$ cat src/rtl/vxen_pkg.sv
package vxen_pkg;

    typedef enum logic [2:0] {
        VX_OK       = 3'd0,
        VX_FAIL_INV = 3'd1,
        VX_FAIL_VAL = 3'd2,
        VX_UD       = 3'd3,
        VX_GP       = 3'd4,
        VX_EXIT     = 3'd5
    } vx_outcome_e;

    typedef enum logic [1:0] {
        ST_IDLE = 2'd0,
        ST_PTR  = 2'd1,
        ST_REV  = 2'd2
    } vx_state_e;

    typedef struct packed {
        logic       op_is_reg;
        logic       prot_en;
        logic       virt_ctl_en;
        logic       v86;
        logic       lma;
        logic       cs64;
        logic [1:0] cpl;
        logic       a20;
        logic       cr_ok;
        logic       secure;
        logic [2:0] feat;
        logic       in_virt;
        logic       nonroot;
    } vx_mode_s;

    localparam int FLAG_W = 6;
    localparam int ERR_W  = 5;
    localparam logic [ERR_W-1:0] ERR_IN_ROOT = 5'd15;

    // flag bit order: 0 CF, 1 PF, 2 AF, 3 ZF, 4 SF, 5 OF
    function automatic logic [FLAG_W-1:0] flags_for(vx_outcome_e code);
        case (code)
            VX_FAIL_INV: return 6'b000001;
            VX_FAIL_VAL: return 6'b001000;
            default:     return 6'b000000;
        endcase
    endfunction

    function automatic logic writes_flags(vx_outcome_e code);
        return (code == VX_OK) || (code == VX_FAIL_INV) || (code == VX_FAIL_VAL);
    endfunction

endpackage

$ cat src/rtl/vxen_gate.sv
module vxen_gate
    import vxen_pkg::*;
(
    input  vx_mode_s    mode,
    output logic        go_mem,
    output vx_outcome_e imm_code
);
    logic ud_hit;
    logic gp_outside;

    always_comb begin
        ud_hit = mode.op_is_reg | ~mode.prot_en | ~mode.virt_ctl_en | mode.v86
               | (mode.lma & ~mode.cs64);
        gp_outside = (mode.cpl != 2'd0) | mode.a20 | ~mode.cr_ok | ~mode.feat[0]
                   | (mode.secure & ~mode.feat[1])
                   | (~mode.secure & ~mode.feat[2]);
        go_mem   = 1'b0;
        imm_code = VX_UD;
        if (ud_hit) begin
            imm_code = VX_UD;
        end else if (!mode.in_virt) begin
            if (gp_outside) imm_code = VX_GP;
            else            go_mem   = 1'b1;
        end else if (mode.nonroot) begin
            imm_code = VX_EXIT;
        end else if (mode.cpl != 2'd0) begin
            imm_code = VX_GP;
        end else begin
            imm_code = VX_FAIL_VAL;
        end
    end
endmodule

$ cat config.mk
export PLATFORM = sky130hd
export DESIGN_NAME = vxen_gate
export DESIGN_NICKNAME = d
export VERILOG_FILES = /design/src/rtl/vxen_pkg.sv /design/src/rtl/vxen_gate.sv
export SDC_FILE = /design/constraint.sdc
export NUM_CORES = 1
export LEC_CHECK = 0
export BUFFER_PORTS_ARGS = -buffer_cell sky130_fd_sc_hd__buf_2
export CORE_AREA = 3 3 40 42
export DETAILED_ROUTE_END_ITERATION = 10
export DIE_AREA = 0 0 43 45
export PLACE_DENSITY = 0.43
export RECOVER_POWER = 25
export SYNTH_ARGS = -nofsm -noshare
export SYNTH_HDL_FRONTEND = slang
export SYNTH_SLANG_ARGS = --single-unit
$ cat constraint.sdc
create_clock -name vclk -period 1.5
set_clock_uncertainty 0.15 [all_clocks]
set_input_delay 0.225 -clock vclk [all_inputs]
set_output_delay 0.225 -clock vclk [all_outputs]
set_load 0.02 [all_outputs]
==> flow_summary.json <==
{
  "pwr-share-seq_pct": 0,
  "total_switching_power_mw": 0.0164,
  "finalSetupTns_ns": -0.480,
  "ys_types": 10,
  "seq_area_frac_synth_pct": 0,
  "achievable-frequency_mhz": 607,
  "synth_cells": 12,
  "insertedDiodeCount": 0,
  "cell_area_power_density_nw_per_um2": 164,
  "cp_data_required_time_ns": 1.12,
  "timing.final.ws_setup_ns": -0.147,
  "postCtsHoldBufs": 0,
  "signed_area_change_from_the_synthesized_netlist_to_the_final_layout_pct": 204,
  "crit_type": "in2out",
  "syn_area_per_cell_um2": 7.92,
  "postSynthNetCount": 28,
  "worstHoldPathCells": 4,
  "run_status": "finished with violations",
  "cell_row_count": 13,
  "grt_setup_unrepaired": "true",
  "core-area_um2": 1280,
  "firstDrtPassIters": 1,
  "die_area_um2": 1940,
  "ios": 20,
  "grt_use_total_pct": 5.64,
  "die_w_um": 43,
  "violations": "negative setup slack",
  "total_power_mw": 0.0474,
  "clock_power_share_pct": 0,
  "leakagePower_nw": 0.140,
  "yosys_warnings": 0,
  "io_buffer_count": 20,
  "pre_cts_ws_ns": -0.197,
  "timing.critical_path.fanout_max": 4,
  "setup_viol_count_final": 4,
  "drt_first_iter_violations": 0,
  "antenna_found_initial": 0,
  "clockBufferCount": 0,
  "route.antenna.remaining_nets": 0,
  "most_common_cell_after_layout_fill_and_taps_aside": "buf_2",
  "slew_violations": 0,
  "gr-total-overflow": 0,
  "post_route_cells_drive_above_1_share_pct": 77.8,
  "slew_headroom_pct": 85.2,
  "filler_cell_count": 144,
  "worstPathArrival_ns": 1.27,
  "initial_utilization_pct": 7.40,
  "power_switching_share_pct": 34.5,
  "cellInternalPower_mw": 0.0311,
  "time_the_final_worst_path_needs_with_i_o_delays_and_setup_ns": 1.65,
  "wirelength_routed_um": 501,
  "crit_end_category": "output pin",
  "grt_first_pass_wirelength_um": 855,
  "hold_viol_final": 0,
  "syn_area_um2": 95.1,
  "worst_slew_pin_slew_ns": 0.222,
  "power.ir.vdd_worst_mv": 0.0620,
  "routed_vias": 182,
  "seq_cell_count": 0,
  "most-common-layout-cells": "buf_2 (14), buf_4 (6), buf_6 (4), nand4bb_1 (2)",
  "first_global_vias": 208,
  "remaining_drc_errors": 0,
  "wl_per_cell_um": 9.82,
  "min_period_over_period_pct": 110,
  "largest_net_degree_at_the_start_of_global_routing": 5,
  "critical_path.startpoint_type": "input port",
  "mean_number_of_vias_per_cell": 3.57,
  "floorplan.die.height_um": 45,
  "design.final.nets": 54,
  "drv_cap": 0,
  "comb_power_share_pct": 100.0,
  "critPathCapture": "go_mem",
  "worstSetupStartpoint": "mode[1]",
  "type_of_the_most_critical_hold_path": "in2out",
  "area.sequential_um2": 0,
  "gp_congestion": 0.713
}
## layer usage
metal / global-route usage, % / vias to the layer above / part of all wire, %
met5: 0 / - / 0
met4: 0 / 0 / 0
met3: 1.59 / 0 / 17
met2: 8.68 / 17 / 31
met1: 8.35 / 68 / 52
li1: - / 97 / -
## power by group through the flow
stage | clock network (mW) | logic (mW) | registers, mW
CTS | 0 | 0.0464 | 0
finish | 0 | 0.0474 | 0
detailed placement | 0 | 0.0421 | 0
global route | 0 | 0.0527 | 0
global placement | 0 | 0.0432 | 0
floorplan | 0 | 0.0127 | 0
## worst min-delay path by stage
stage / slack (ns) / end / from
after floorplan: 0.48 / go_mem / mode[8]
after global placement: 0.67 / imm_code[0] / mode[0]
after detailed placement: 0.66 / imm_code[0] / mode[0]
after CTS: 0.64 / imm_code[0] / mode[0]
after global routing: 0.65 / imm_code[0] / mode[0]
final: 0.62 / imm_code[0] / mode[0]
## through the flow
step	hold WS, ns	std cells	area, um^2	utilization, %
CTS	0.643	50	270	21.0
global route	0.646	51	289	22.5
finish	0.619	51	289	22.5
detailed placement	0.662	50	243	18.9
floorplan	0.479	12	101	-
global placement	0.666	50	243	18.9
## synth_stat cells, drive strengths merged
library cell | number | area, um^2
nand3 | 2 | 10.0
nand4bb | 2 | 22.5
and3 | 1 | 7.51
mux2i | 1 | 10.0
nand2 | 1 | 3.75
nor2 | 1 | 3.75
nor2b | 1 | 6.26
nor3 | 1 | 10.0
or4 | 1 | 11.3
or4b | 1 | 10.0
## logic make-up after synthesis
logic type / synth area share (%)
AND/OR/NAND/NOR: 89.5
multiplexers: 10.5
## final cells by class
type                            instances  area [um^2]  area share, %
Timing Repair Buffer                   24          160           55.4
Multi-Input combinational cell         12          110           38.1
Tap cell                               15         18.8           6.49
## worst max-delay path, cell delays in order
cell and delay [ns]:
buf_6 0.09, nand4bb_1 0.16, or4_4 0.46, nor3_4 0.19, buf_6 0.14
## what timing repair did
| action | 4_1_cts | 5_1_grt |
|---|---|---|
| gates cloned | 0 | 0 |
| endpoints found under the setup margin | 4 | 4 |
| gates resized for setup | 7 | 3 |
| buffers inserted | 0 | 1 |
Note: power is estimated with default switching activity, not from simulation.
